[config.mk]
export PLATFORM = sky130hd
export DESIGN_NAME = ata_cmd_seq
export DESIGN_NICKNAME = d
export VERILOG_FILES = /design/src/rtl/ata_seq_pkg.sv /design/src/rtl/ata_status_eval.sv /design/src/rtl/ata_tf_step.sv /design/src/rtl/ata_wait_timer.sv /design/src/rtl/ata_cmd_seq.sv
export SDC_FILE = /design/constraint.sdc
export NUM_CORES = 1
export LEC_CHECK = 0
export BUFFER_PORTS_ARGS = -buffer_cell sky130_fd_sc_hd__buf_2
export CORE_ASPECT_RATIO = 1.1
export CORE_UTILIZATION = 55
export CTS_CLUSTER_DIAMETER = 100
export DETAILED_ROUTE_END_ITERATION = 7
export PLACE_DENSITY = 0.81
export SETUP_SLACK_MARGIN = 0.02
export SLEW_MARGIN = 40
export SYNTH_ARGS = -nofsm -noshare
export SYNTH_HDL_FRONTEND = slang
export SYNTH_HIERARCHICAL = 1
export SYNTH_SLANG_ARGS = --single-unit
export TNS_END_PERCENT = 5
[constraint.sdc]
create_clock -name clk -period 3.58 [get_ports clk]
set_clock_uncertainty 0.05 [all_clocks]
set_input_delay 0.179 -clock clk [delete_from_list [all_inputs] [get_ports clk]]
set_output_delay 0.179 -clock clk [all_outputs]
set_load 0.02 [all_outputs]
[src/rtl/ata_seq_pkg.sv]
package ata_seq_pkg;

    localparam int LBA_W  = 48;
    localparam int CNT_W  = 16;
    localparam int STEP_W = 4;

    localparam logic [2:0] TF_COUNT   = 3'd2;
    localparam logic [2:0] TF_LBA_LO  = 3'd3;
    localparam logic [2:0] TF_LBA_MID = 3'd4;
    localparam logic [2:0] TF_LBA_HI  = 3'd5;
    localparam logic [2:0] TF_DEVICE  = 3'd6;
    localparam logic [2:0] TF_COMMAND = 3'd7;

    localparam logic [7:0] DEV_LBA_MODE = 8'h40;

    typedef enum logic [2:0] {
        ST_IDLE,
        ST_BSY,
        ST_RDY,
        ST_WRITE,
        ST_DRQ,
        ST_XFER,
        ST_END
    } seq_state_e;

    typedef enum logic [2:0] {
        EC_NONE       = 3'd0,
        EC_TO_BSY     = 3'd1,
        EC_TO_RDY     = 3'd2,
        EC_TO_DRQ     = 3'd3,
        EC_DEV_START  = 3'd4,
        EC_TO_XFER    = 3'd5,
        EC_TO_END     = 3'd6,
        EC_END_STATUS = 3'd7
    } seq_err_e;

    typedef struct packed {
        seq_state_e        state;
        logic [STEP_W-1:0] step;
        logic [LBA_W-1:0]  lba;
        logic [CNT_W-1:0]  count;
        logic              lba48;
        logic [7:0]        opcode;
        logic              tf_wr;
        logic [2:0]        tf_addr;
        logic [7:0]        tf_wdata;
        logic              done;
        logic              error;
        seq_err_e          err_code;
    } seq_regs_t;

    function automatic logic [7:0] pick_opcode(input logic wr, input logic l48, input logic dma);
        logic [7:0] op;
        unique case ({l48, wr, dma})
            3'b100:  op = 8'h29;
            3'b101:  op = 8'h25;
            3'b110:  op = 8'h39;
            3'b111:  op = 8'h35;
            3'b000:  op = 8'hC4;
            3'b001:  op = 8'hC8;
            3'b010:  op = 8'h30;
            default: op = 8'hCA;
        endcase
        return op;
    endfunction

endpackage

[src/rtl/ata_status_eval.sv]
module ata_status_eval (
    input  logic [7:0] status,
    output logic       busy,
    output logic       ready,
    output logic       start_fail,
    output logic       start_go,
    output logic       end_good,
    output logic       end_bad
);
    logic unused_bits;
    logic err_bit;
    logic end_pattern;

    assign unused_bits = ^{status[4], status[2:1]};
    assign err_bit     = status[0];
    assign busy        = status[7];
    assign ready       = status[6] && !status[7];

    // Start phase: error wins over data request once busy is clear.
    assign start_fail  = !busy && err_bit;
    assign start_go    = !busy && !err_bit && status[3];

    // End phase: bits 7,6,5,3 must read 0,1,0,0 and error must be clear.
    assign end_pattern = (status[7:5] == 3'b010) && !status[3] && !err_bit;
    assign end_good    = !busy && end_pattern;
    assign end_bad     = !busy && !end_pattern;
endmodule

[src/rtl/ata_tf_step.sv]
module ata_tf_step
    import ata_seq_pkg::*;
(
    input  logic [STEP_W-1:0] step,
    input  logic              lba48,
    input  logic [LBA_W-1:0]  lba,
    input  logic [CNT_W-1:0]  count,
    input  logic [7:0]        opcode,
    output logic [2:0]        addr,
    output logic [7:0]        data,
    output logic              last
);
    always_comb begin
        addr = TF_COMMAND;
        data = opcode;
        if (lba48) begin
            unique case (step)
                4'd0:    begin addr = TF_DEVICE;  data = 8'h00;         end
                4'd1:    begin addr = TF_COUNT;   data = count[15:8];   end
                4'd2:    begin addr = TF_COUNT;   data = count[7:0];    end
                4'd3:    begin addr = TF_LBA_HI;  data = lba[47:40];    end
                4'd4:    begin addr = TF_LBA_MID; data = lba[39:32];    end
                4'd5:    begin addr = TF_LBA_LO;  data = lba[31:24];    end
                4'd6:    begin addr = TF_LBA_HI;  data = lba[23:16];    end
                4'd7:    begin addr = TF_LBA_MID; data = lba[15:8];     end
                4'd8:    begin addr = TF_LBA_LO;  data = lba[7:0];      end
                4'd9:    begin addr = TF_DEVICE;  data = DEV_LBA_MODE;  end
                default: begin addr = TF_COMMAND; data = opcode;        end
            endcase
        end else begin
            unique case (step)
                4'd0:    begin addr = TF_DEVICE;  data = 8'h00;         end
                4'd1:    begin addr = TF_COUNT;   data = count[7:0];    end
                4'd2:    begin addr = TF_LBA_HI;  data = lba[23:16];    end
                4'd3:    begin addr = TF_LBA_MID; data = lba[15:8];     end
                4'd4:    begin addr = TF_LBA_LO;  data = lba[7:0];      end
                4'd5:    begin addr = TF_DEVICE;  data = DEV_LBA_MODE | {4'h0, lba[27:24]}; end
                default: begin addr = TF_COMMAND; data = opcode;        end
            endcase
        end
        last = (addr == TF_COMMAND);
    end
endmodule

[src/rtl/ata_wait_timer.sv]
module ata_wait_timer #(
    parameter int TMO_W = 16
) (
    input  logic             clk,
    input  logic             rst_n,
    input  logic             clr,
    input  logic [TMO_W-1:0] limit,
    output logic             expired
);
    logic [TMO_W-1:0] cnt_d, cnt_q;

    always_comb begin
        cnt_d = clr ? '0 : cnt_q + TMO_W'(1);
    end

    always_ff @(posedge clk or negedge rst_n) begin
        if (!rst_n) cnt_q <= '0;
        else        cnt_q <= cnt_d;
    end

    assign expired = (cnt_q == limit - TMO_W'(1));
endmodule

[src/rtl/ata_cmd_seq.sv]
module ata_cmd_seq
    import ata_seq_pkg::*;
#(
    parameter int TMO_W = 16
) (
    input  logic             clk,
    input  logic             rst_n,
    input  logic             start,
    input  logic [47:0]      start_lba,
    input  logic [15:0]      sec_count,
    input  logic             dir_write,
    input  logic             mode_lba48,
    input  logic             mode_dma,
    input  logic [TMO_W-1:0] wait_limit,
    input  logic [7:0]       dev_status,
    input  logic             xfer_done,
    output logic             tf_wr,
    output logic [2:0]       tf_addr,
    output logic [7:0]       tf_wdata,
    output logic             done,
    output logic             error,
    output logic [2:0]       err_code
);
    seq_regs_t r_d, r_q;

    logic st_busy, st_ready, st_start_fail, st_start_go, st_end_good, st_end_bad;
    logic       step_last;
    logic [2:0] step_addr;
    logic [7:0] step_data;
    logic       tmr_clr, tmr_expired;

    ata_status_eval u_status (
        .status     (dev_status),
        .busy       (st_busy),
        .ready      (st_ready),
        .start_fail (st_start_fail),
        .start_go   (st_start_go),
        .end_good   (st_end_good),
        .end_bad    (st_end_bad)
    );

    ata_tf_step u_step (
        .step   (r_q.step),
        .lba48  (r_q.lba48),
        .lba    (r_q.lba),
        .count  (r_q.count),
        .opcode (r_q.opcode),
        .addr   (step_addr),
        .data   (step_data),
        .last   (step_last)
    );

    ata_wait_timer #(.TMO_W(TMO_W)) u_timer (
        .clk     (clk),
        .rst_n   (rst_n),
        .clr     (tmr_clr),
        .limit   (wait_limit),
        .expired (tmr_expired)
    );

    always_comb begin
        r_d       = r_q;
        r_d.tf_wr = 1'b0;
        r_d.done  = 1'b0;
        r_d.error = 1'b0;

        unique case (r_q.state)
            ST_IDLE: begin
                if (start) begin
                    r_d.state    = ST_BSY;
                    r_d.lba      = start_lba;
                    r_d.count    = sec_count;
                    r_d.lba48    = mode_lba48;
                    r_d.opcode   = pick_opcode(dir_write, mode_lba48, mode_dma);
                    r_d.step     = '0;
                    r_d.err_code = EC_NONE;
                end
            end
            ST_BSY: begin
                if (!st_busy) begin
                    r_d.state = ST_RDY;
                end else if (tmr_expired) begin
                    r_d.state = ST_IDLE; r_d.error = 1'b1; r_d.err_code = EC_TO_BSY;
                end
            end
            ST_RDY: begin
                if (st_ready) begin
                    r_d.state = ST_WRITE;
                    r_d.step  = '0;
                end else if (tmr_expired) begin
                    r_d.state = ST_IDLE; r_d.error = 1'b1; r_d.err_code = EC_TO_RDY;
                end
            end
            ST_WRITE: begin
                r_d.tf_wr    = 1'b1;
                r_d.tf_addr  = step_addr;
                r_d.tf_wdata = step_data;
                r_d.step     = r_q.step + STEP_W'(1);
                if (step_last) r_d.state = ST_DRQ;
            end
            ST_DRQ: begin
                if (st_start_fail) begin
                    r_d.state = ST_IDLE; r_d.error = 1'b1; r_d.err_code = EC_DEV_START;
                end else if (st_start_go) begin
                    r_d.state = ST_XFER;
                end else if (tmr_expired) begin
                    r_d.state = ST_IDLE; r_d.error = 1'b1; r_d.err_code = EC_TO_DRQ;
                end
            end
            ST_XFER: begin
                if (xfer_done) begin
                    r_d.state = ST_END;
                end else if (tmr_expired) begin
                    r_d.state = ST_IDLE; r_d.error = 1'b1; r_d.err_code = EC_TO_XFER;
                end
            end
            ST_END: begin
                if (st_end_good) begin
                    r_d.state = ST_IDLE; r_d.done = 1'b1;
                end else if (st_end_bad) begin
                    r_d.state = ST_IDLE; r_d.error = 1'b1; r_d.err_code = EC_END_STATUS;
                end else if (tmr_expired) begin
                    r_d.state = ST_IDLE; r_d.error = 1'b1; r_d.err_code = EC_TO_END;
                end
            end
            default: r_d.state = ST_IDLE;
        endcase
    end

    assign tmr_clr = (r_d.state != r_q.state);

    always_ff @(posedge clk or negedge rst_n) begin
        if (!rst_n) r_q <= '0;
        else        r_q <= r_d;
    end

    assign tf_wr    = r_q.tf_wr;
    assign tf_addr  = r_q.tf_addr;
    assign tf_wdata = r_q.tf_wdata;
    assign done     = r_q.done;
    assign error    = r_q.error;
    assign err_code = r_q.err_code;
endmodule

==> metrics, run 1 <==
Mapped Cells 793; Root Buffer clkbuf_16; layout cell share with drive strength beyond 1 0.1914; Top delay family on crit path simple AND/OR/NAND/NOR gates; top cell type's share of synthesized area 0.4091; worst skew pair latency 0.35 ns; Slew headroom 0.4972; largest area contributor in the netlist dfrtp_1; Synth Net Count 891; Cell Chain, Critical Path xnor2_1 -> o221ai_1 -> a2111oi_0 -> nand4_1 -> nor4_2 -> or3b_1 -> a311oi_1 -> or3_1 -> nand4_1 -> buf_12 -> nor2_1; First DRT Iteration DRCs 668; die area roughly 0.013 mm²; leakage 3.889 nW; routed via count 6300; largest net degree at the start of global routing 84; Synth area leaders dfrtp_1 (41%), nand2_1 (13%), buf_4 (3.2%); Fin. Hold Viols 0; GRT Overall Usage 0.2937; Worst Setup Start Kind register; Required @ worst endpoint about 3.8 ns; CP Capture Type register; vias in the first global route between 5000 and 6000; peak supply drop 0.3526 mV; Final Critical Period about 3.2 ns; Die Wd roughly 110 µm; Slew Viols, Final 0; Syn Area/Cell a little under 9 µm²; post-DP HPWL 11850 µm; starting density of the core 0.5669; CTS Sinks 112; WP data arrival 3.47 ns; fin cells 1089; Vias/cell 5.785; crit path buf inv count 1; Least-Margin Pin Slew between 0.7 and 0.8 ns; Final Setup Violations 0; Die H 119.1 µm; Max-cap violations 0; Port Buffers between 100 and 150; most common cell in the netlist nand2_1; outcome complete, no violations; PwrDens between 600 and 700 mW/mm²; clock-pin slew on the worst setup and hold paths about 0.080 ns; GPL Wtd Cong ~0.93; Resize count post-CTS 0; fraction of registers with async set/reset 1.000; Cell variety after synth 80; n_diodes 0; DRC Markers 0; Layout area overhead 21.22%; row count 42; first-pass GRT wire length 29420 µm; post-route antenna net violation count 0; CP max-delay cell a2111oi_0; Num CTS Buffers 9; Critical Path Fanout Max 16; IO Pins 112; final WL 18170 µm; core area 0.01209 mm²; kind of critical path reg2reg; register bit total from synthesis roughly 110; HP Class in2reg; ys flop type dfrtp_1; sequential element share of the synthesized area 0.4091; Commonest cells post-synth nand2_1 (236), dfrtp_1 (112), nor2_1 (43), o21ai_0 (35); fin crit share 0.9068; most used cell, CP nand4_1; CTS tree yes; clock buffer depth 2; Synthesis Warnings 6; H-tree depth 3; synthesized cell area around 0.0069 mm²; Slowest Stage Delay on Critical Path 0.44 ns; Remaining Overflow, GRT 0; initial antenna violation count 0; first drt pass iteration count 5; number of synthesized flops with an enable pin 0; Max Freq 308.0 MHz; Nets 1028; final setup TNS 0 ns; # placed instances 1012; Routed WL per cell 16.69 µm; RSZ-0062 raised after global routing false
==> registers in the layout, indices dropped and copies added (netlist names) <==
name,count
err_code,3
done,1
tf_wr,1
tf_addr,3
r_q,79
tf_wdata,8
error,1
u_timer/cnt_q,16
==> final cells by class <==
type | count | area, µm²
fillers | 919 | 3781
clock inverters | 7 | 101.3
inverters | 16 | 60.06
well taps | 154 | 192.7
multi-input cells | 605 | 3622
repair buffers | 186 | 1300
clock buffers | 9 | 225.2
flip-flops and latches | 112 | 2804
==> report_power, final <==
part / total [mW] / internal [mW] / switching [mW]
combinational: 2.37 / 1.02 / 1.35
sequential: 2.26 / 1.75 / 0.507
clock: 1.10 / 0.623 / 0.478
==> logic make-up (layout without fill, tap and decap cells) <==
logic type               Yosys count  count (layout)  share of synthesized area
flip-flops                       112             112                     0.4091
AND/OR/NAND/NOR                  389             389                     0.2683
adder cells (fa/ha/maj)            3               3                   0.005479
multiplexers                      35              35                    0.06592
XOR/XNOR                          35              35                    0.04474
AO/OA/AOI/OAI                    143             143                     0.1415
buffers and inverters             76             218                    0.06501
==> worst min-delay path, stage by stage <==
cell,delay (ns)
buf_2,0.08
nand2_1,0.06
nand2_1,0.06
==> through the flow <==
| step | utilization | hold WS [ns] | cell area, µm² | setup slack (ns) | total power [mW] |
|---|---|---|---|---|---|
| global route | 0.6872 | 0.005727 | 8305 | 0.07872 | 6.082 |
| floorplan | - | -0.1666 | 6852 | 0.2360 | 3.920 |
| detailed placement | 0.6088 | 0.2195 | 7358 | 0.01782 | 4.508 |
| CTS | 0.6863 | 0.0007534 | 8295 | 0.3580 | 5.672 |
| finish | 0.6872 | 0.01046 | 8305 | 0.3336 | 5.733 |
| global placement | 0.6085 | 0.3191 | 7355 | 0.1200 | 4.421 |
==> timing repair <==
item / in CTS / in global routing
setup buffers: 0 / 0
hold buffers: 61 / 0
endpoints found under the hold margin: 142 / 0
==> final timing paths <==
| kind | start | endpoint | slack (ns) | depth (start not counted) |
|---|---|---|---|---|
| max in group asynchronous | rst_n | r_q[31]$_DFFE_PN0P_ | 2.25 | 3 |
| worst min-delay path | sec_count[14] | r_q[40]$_DFFE_PN0P_ | 0.01 | 3 |
| worst min register to register | r_q[89]$_DFFE_PN0P_ | r_q[89]$_DFFE_PN0P_ | 0.43 | 2 |
| worst max register to register | u_timer/cnt_q[4]$_DFF_PN0_ | u_timer/cnt_q[2]$_DFF_PN0_ | 0.33 | 11 |
| worst max-delay path | u_timer/cnt_q[4]$_DFF_PN0_ | u_timer/cnt_q[2]$_DFF_PN0_ | 0.33 | 11 |
| min in group asynchronous | rst_n | u_timer/cnt_q[0]$_DFF_PN0_ | 0.37 | 2 |
==> routing by layer <==
metal / global-route usage / up-vias / part of all wire
li1: - / 2996 / -
met3: 0.05145 / 49 / 0.071
met5: 0 / - / 0
met1: 0.3956 / 2971 / 0.42
met4: 0.09628 / 0 / 0.028
met2: 0.4775 / 284 / 0.48
==> layout by cell type, fill, tap and decap left out, types with 4 or more instances in the layout <==
cell type      Yosys  layout
a211oi_1           6       6
a21o_1             6       6
a21oi_1           29      29
a221oi_1           9       9
a22oi_1           11      11
and3b_1            5       5
buf_2             17     107
buf_4             29      16
clkbuf_16          0       9
dfrtp_1          112     111
dlygate4sd3_1      0      61
inv_1             15      15
mux2_1             7       7
mux2_2             6       6
mux2i_1           14      14
mux4_2             6       6
nand2_1          236     236
nand2b_1          13      13
nand3_1           18      17
nand3b_1           4       4
nand4_1            8       8
nor2_1            43      43
nor2b_1           13      13
nor3_1             5       5
nor3b_1            4       4
nor4_1             4       4
o211ai_1           4       4
o21ai_0           35      34
o21ai_1            3       4
o221ai_1           6       6
o22ai_1            5       5
or3_1              6       6
xnor2_1           19      19
xor2_1            16      16
No activity file was read; power rests on OpenSTA's default activity.
==> run 2: changes to the inputs <==
--- a/config.mk
+++ b/config.mk
@@ -6,11 +6,14 @@
 export NUM_CORES = 1
 export LEC_CHECK = 0
 export BUFFER_PORTS_ARGS = -buffer_cell sky130_fd_sc_hd__buf_2
+export CELL_PAD_IN_SITES_DETAIL_PLACEMENT = 1
+export CELL_PAD_IN_SITES_GLOBAL_PLACEMENT = 2
 export CORE_ASPECT_RATIO = 1.1
-export CORE_UTILIZATION = 55
+export CORE_UTILIZATION = 35
+export CTS_BUF_LIST = sky130_fd_sc_hd__clkbuf_8
 export CTS_CLUSTER_DIAMETER = 100
 export DETAILED_ROUTE_END_ITERATION = 7
-export PLACE_DENSITY = 0.81
+export PLACE_DENSITY = 0.85
 export SETUP_SLACK_MARGIN = 0.02
 export SLEW_MARGIN = 40
 export SYNTH_ARGS = -nofsm -noshare
==> run 2 against run 1 <==
Wire length is 12% higher; non-clock buffer count is 7 higher; die area is 56% higher; critical endpoint is now u_timer/cnt_q[1]$_DFF_PN0_; largest power group unchanged.
==> metrics, run 2 (same netlist as run 1, synthesis figures left out) <==
outcome complete, no violations; worst hold endpoint r_q[18]$_DFFE_PN0P_; n_diodes 0 (unchanged); r2r worst-path depth 11 (unchanged); kind of critical path reg2reg; Final Setup Violations 0 (unchanged); H-tree depth 3 (unchanged); min-delay src dir_write; Slowest Stage Delay on Critical Path 0.46 ns (+0.02 ns); Remaining Overflow, GRT 0 (unchanged); Reg2Reg Setup Slack 0.19 ns (-0.15 ns); RSZ-0062 raised after global routing false; Root Buffer clkbuf_8; routed via count 6194 (-1.7%); leakage 3.865 nW (-0.61%); WP data arrival 3.66 ns (+0.19 ns); first-pass GRT wire length 33120 µm (+13%); Die Wd 135.4 µm (+25%); Least-Margin Pin Slew 0.7980 ns (+0.04882 ns); post-route antenna net violation count 0 (unchanged); Largest Register r_q; die area 0.02014 mm² (+56%); IO Pins 112 (unchanged); Critical Path Fanout Max 16 (unchanged); row count 53 (+26%); Nets 1035 (+0.68%); core area 0.01916 mm² (+59%); Routed WL per cell 17.07 µm (+2.3%); initial antenna violation count 0 (unchanged); register area 0.002804 mm² (unchanged); Total Power 5.453 mW (-4.9%); Max Freq 294.7 MHz (-4.3%); Core Util, Final 0.4360 (-0.2512); area of the multi-input gates 0.003622 mm² (unchanged); PwrDens 652.6 mW/mm² (-5.5%); first drt pass iteration count 4 (-1); layout cell share with drive strength beyond 1 0.1932 (+0.001762); DRC Markers 0 (unchanged); RR Startpoint u_timer/cnt_q[4]$_DFF_PN0_; final WL 20290 µm (+12%); post-DP HPWL 14420 µm (+22%); CTS tree yes; GPL Wtd Cong 0.8285 (-11%); clock-pin slew on the worst setup and hold paths 0.11 ns (+0.03 ns); peak supply drop 0.2712 mV (-23%); Final Critical Period 3.393 ns (+0.1464 ns); Slew Viols, Final 0 (unchanged); GRT Overall Usage 0.2120 (-0.08174); Die H 148.7 µm (+25%); CP max-delay cell dfrtp_1; Worst Setup Start Kind register; max FFs per register 79 (unchanged); worst skew pair latency 0.39 ns (+0.04 ns); starting density of the core 0.3575 (-0.2094); fillcell total 2295 (+150%); most frequent cells in the layout nand2_1 (236), dfrtp_1 (111), buf_2 (107); Max-cap violations 0 (unchanged); Layout area overhead 21.95%; First DRT Iteration DRCs 307 (-54%); HP Class in2reg; Cell Chain, Critical Path xnor2_1 -> o221ai_1 -> a2111oi_1 -> nand4_1 -> nor4_2 -> or3b_1 -> a311oi_2 -> or3_1 -> nand4_1 -> buf_12 -> nor2b_1; Fin. Hold Viols 0 (unchanged); most common cell after layout, fill and taps aside nand2_1; largest net degree at the start of global routing 69 (-18%); Port Buffers 108 (unchanged); clock buffer depth 2 (unchanged); placed inst area 0.007497 mm² (+1.9%); CP Capture Type register; final instance area 0.008356 mm² (+0.60%); Vias/cell 5.209 (-10%); Reg-to-Reg End u_timer/cnt_q[1]$_DFF_PN0_; hold path cells 3 (unchanged); fin crit share 0.9477 (+0.04091); Required @ worst endpoint 3.84 ns (+0.04 ns); Slew headroom 0.4680 (-0.02919); final setup TNS 0 ns (unchanged); vias in the first global route 6246 (+4.7%); CTS Sinks 112 (unchanged); Num CTS Buffers 9 (unchanged); most used cell, CP nand4_1
[run 2: worst max path at each step]
stage | from | endpoint | slack [ns] | depth (start not counted)
floorplan | wait_limit[0] | u_timer/cnt_q[11]$_DFF_PN0_ | 0.24 | 14
global placement | wait_limit[0] | u_timer/cnt_q[9]$_DFF_PN0_ | 0.04 | 15
detailed placement | wait_limit[0] | u_timer/cnt_q[10]$_DFF_PN0_ | -0.21 | 15
CTS | u_timer/cnt_q[4]$_DFF_PN0_ | u_timer/cnt_q[5]$_DFF_PN0_ | 0.04 | 11
global route | u_timer/cnt_q[4]$_DFF_PN0_ | u_timer/cnt_q[5]$_DFF_PN0_ | 0.02 | 11
finish | u_timer/cnt_q[4]$_DFF_PN0_ | u_timer/cnt_q[1]$_DFF_PN0_ | 0.19 | 11
[run 2: power breakdown]
part / internal [mW] / switching [mW]
Sequential: 1.75 / 0.569
Clock: 0.332 / 0.469
Combinational: 1.02 / 1.31
[run 2: final cells by class]
class | count | share of cell area
clock buffer | 9 | 0.01482
clock inverter | 7 | 0.009134
inverter | 16 | 0.007188
multi-input combinational | 605 | 0.4335
sequential | 112 | 0.3356
tap | 247 | 0.03699
timing repair buffer | 193 | 0.1628
[run 2: metrics by stage]
stage | std cells | worst slack (ns) | hold WS (ns)
after floorplan | 793 | 0.2360 | -0.1666
final | 1189 | 0.1871 | 0.02755
after detailed placement | 1108 | -0.2070 | 0.1780
after global placement | 1108 | 0.03706 | 0.3173
after global routing | 1189 | 0.02291 | 0.02854
after CTS | 1189 | 0.04312 | 0.005939
[run 2: per-layer routing]
| metal | GRT usage | share of wire |
|---|---|---|
| met1 | 0.3041 | 0.49 |
| met2 | 0.3300 | 0.46 |
| met3 | 0.02956 | 0.026 |
| met4 | 0.06348 | 0.016 |
| met5 | 0 | 0 |
[run 2: critical path: cells and delay by family, from the launching register on]
| family | cells | cell delay [ns] |
|---|---|---|
| AO/OA/AOI/OAI | 3 | 0.91 |
| XOR/XNOR | 1 | 0.27 |
| buffers and inverters | 1 | 0.20 |
| flip-flops | 1 | 0.46 |
| AND/OR/NAND/NOR | 6 | 1.41 |
[run 2: repair_timing]
action | 4_1_cts | 5_1_grt
hold buffers | 65 | 0
endpoints found under the hold margin | 129 | 0
buffers inserted | 0 | 0
resized for setup | 0 | 2
setup endpoints to repair | 0 | 16
==> run 3: changes to the inputs <==
--- a/config.mk
+++ b/config.mk
@@ -13,7 +13,7 @@
 export CTS_BUF_LIST = sky130_fd_sc_hd__clkbuf_8
 export CTS_CLUSTER_DIAMETER = 100
 export DETAILED_ROUTE_END_ITERATION = 7
-export PLACE_DENSITY = 0.85
+export PLACE_DENSITY = 0.78
 export SETUP_SLACK_MARGIN = 0.02
 export SLEW_MARGIN = 40
 export SYNTH_ARGS = -nofsm -noshare
==> run 3 against run 2 <==
Non-clock buffer count grew 11; fmax grew 3.0%; clock-buffer cell count is the same; sequential share of layout area shrank 0.39 points; critical path depth grew 2; first-iteration DRC count shrank 21%; sequential power shrank 3%; clock power shrank 6.1%; largest power group unchanged.
==> metrics, run 3 (same netlist as run 1, synthesis figures left out) <==
outcome complete, no violations; fin crit share 0.9200 (-0.02778); Critical Path Fanout Max 16 (unchanged); Num CTS Buffers 9 (unchanged); # placed instances 1115 (+0.63%); Final Setup Violations 0 (unchanged); Port Buffers 108 (unchanged); Remaining Overflow, GRT 0 (unchanged); GPL Wtd Cong 0.8665 (+4.6%); initial antenna violation count 2 (+2); Required @ worst endpoint 3.87 ns (+0.03 ns); Routed WL per cell 17.94 µm (+5.1%); layout cell share with drive strength beyond 1 0.2078 (+0.01456); peak supply drop 0.2363 mV (-13%); first drt pass iteration count 4 (unchanged); H-tree depth 3 (unchanged); CTS tree yes; IO Pins 112 (unchanged); Layout area overhead 23.50%; final setup TNS 0 ns (unchanged); Die H 148.7 µm (unchanged); GRT Overall Usage 0.2252 (+0.01319); Fin. Hold Viols 0 (unchanged); P_sw 2.404 mW (+2.3%); final WL 21570 µm (+6.3%); register area 0.002806 mm² (about the same); First DRT Iteration DRCs 241 (-21%); die area 0.02014 mm² (unchanged); DRC Markers 0 (unchanged); core area 0.01916 mm² (unchanged); vias in the first global route 6630 (+6.1%); Gate power share 0.451 (+0.023); CTS Sinks 112 (unchanged); Largest Register r_q; fin cells 1202 (+1.1%); switching share of total power 0.4405 (+0.009563); kind of critical path reg2reg; row count 53 (unchanged); Vias/cell 5.176 (-0.63%); pre-CTS WS -0.3105 ns (-0.1035 ns); Max-cap violations 0 (unchanged); Least-Margin Pin Slew 0.7806 ns (-0.01733 ns); most frequent cells in the layout nand2_1 (236), dfrtp_1 (109), buf_2 (107); post-DP HPWL 15480 µm (+7.3%); PwrDens 645.0 mW/mm² (-1.2%); Slew Viols, Final 0 (unchanged); largest net degree at the start of global routing 113 (+64%); fillcell total 2284 (-0.48%); leakage 3.912 nW (+1.2%); Root Buffer clkbuf_8; clock-pin slew on the worst setup and hold paths 0.12 ns (about the same); starting density of the core 0.3575 (unchanged); HP Class in2reg; WP data arrival 3.58 ns (-0.08 ns); Pint 3.054 mW (-1.6%); routed via count 6222 (+0.45%); Max Freq 303.6 MHz (+3.0%); Slew headroom 0.4796 (+0.01155); Worst Setup Slack, final 0.2866 ns (+0.09945 ns); clock buffer depth 2 (unchanged); area of the multi-input gates 0.003646 mm² (+0.66%); CP Capture Type register; share of power burned in registers 0.411 (-0.014); Die Wd 135.4 µm (unchanged); Final Critical Period 3.293 ns (-0.09945 ns); worst skew pair latency 0.41 ns (+0.02 ns); max FFs per register 79 (unchanged); RSZ-0062 raised after global routing false; post-route antenna net violation count 0 (unchanged); most common cell after layout, fill and taps aside nand2_1; Clk network pwr share 0.138 (-0.009); Worst Setup Start Kind register; Nets 1046 (+1.1%); first-pass GRT wire length 34990 µm (+5.6%)
## run 3: cell count changes in the layout (fill, tap and decap cells not counted), moves of 2 or more
cell	delta
inv_8	+2
inv_6	-4
dfrtp_1	-2
xnor2_1	-2
diode_2	+2
dfrtp_2	+2
clkinvlp_4	+2
buf_4	+10
xnor2_2	+2
## run 3: per-stage QoR
stage,cell area [µm²],hold WS [ns],total power [mW],utilization
detailed placement,7557,0.2780,4.674,0.3943
global route,8459,0.02942,5.897,0.4414
CTS,8407,0.002743,5.502,0.4387
finish,8462,0.01767,5.458,0.4415
floorplan,6852,-0.1666,3.920,-
global placement,7557,0.2610,4.569,0.3943
## run 3: final timing paths
kind | start | endpoint | slack (ns) | cells after the start
setup / recovery | u_timer/cnt_q[6]$_DFF_PN0_ | u_timer/cnt_q[5]$_DFF_PN0_ | 0.29 | 13
hold / removal | mode_dma | r_q[18]$_DFFE_PN0P_ | 0.02 | 3
setup reg to reg | u_timer/cnt_q[6]$_DFF_PN0_ | u_timer/cnt_q[5]$_DFF_PN0_ | 0.29 | 13
hold reg to reg | tf_wdata[6]$_DFFE_PN0P_ | tf_wdata[6]$_DFFE_PN0P_ | 0.44 | 1
max in group asynchronous | rst_n | r_q[78]$_DFFE_PN0P_ | 2.59 | 3
min in group asynchronous | rst_n | tf_wr$_DFF_PN0_ | 0.28 | 3
## run 3: cell type report
type / instances / area share
Multi-Input combinational cell: 605 / 0.4309
Sequential cell: 112 / 0.3317
Timing Repair Buffer: 204 / 0.1718
Tap cell: 247 / 0.03652
Clock buffer: 9 / 0.01464
Inverter: 16 / 0.007097
Clock inverter: 7 / 0.006802
Antenna cell: 2 / 0.0005915
## run 3: timing repair
item	in CTS	in global routing
pin swaps	0	4
buffers inserted	0	3
gates cloned	0	0
endpoints found under the hold margin	177	0
resized for setup	2	7
endpoints found under the setup margin	11	16
hold buffers	66	0
## run 3: power groups by stage
stage / logic, mW / registers [mW] / clock network, mW
4_1_cts: 2.48 / 2.24 / 0.778
3_3_place_gp: 2.33 / 2.24 / 0
5_1_grt: 2.75 / 2.32 / 0.823
6_report: 2.46 / 2.24 / 0.752
3_5_place_dp: 2.41 / 2.26 / 0
2_1_floorplan: 1.90 / 2.02 / 0
## run 3: layer usage
metal	vias up	part of all wire	wire, µm	global-route usage
li1	3035	-	-	-
met1	3040	0.43	9375	0.2765
met2	113	0.51	10920	0.3921
met3	34	0.027	587	0.02922
met4	0	0.032	685	0.1006
met5	-	0	0	0
## run 3: worst max-delay path: stages (launching register included)
cell and delay (ns):
dfrtp_1 0.43, xor2_1 0.21, xnor2_1 0.12, a2111oi_2 0.35
buf_4 0.16, nand4_1 0.10, nor4_2 0.34, buf_4 0.17
or3b_1 0.35, a311oi_2 0.32, or3_1 0.15, nand4_1 0.14
buf_12 0.19, a21oi_1 0.13
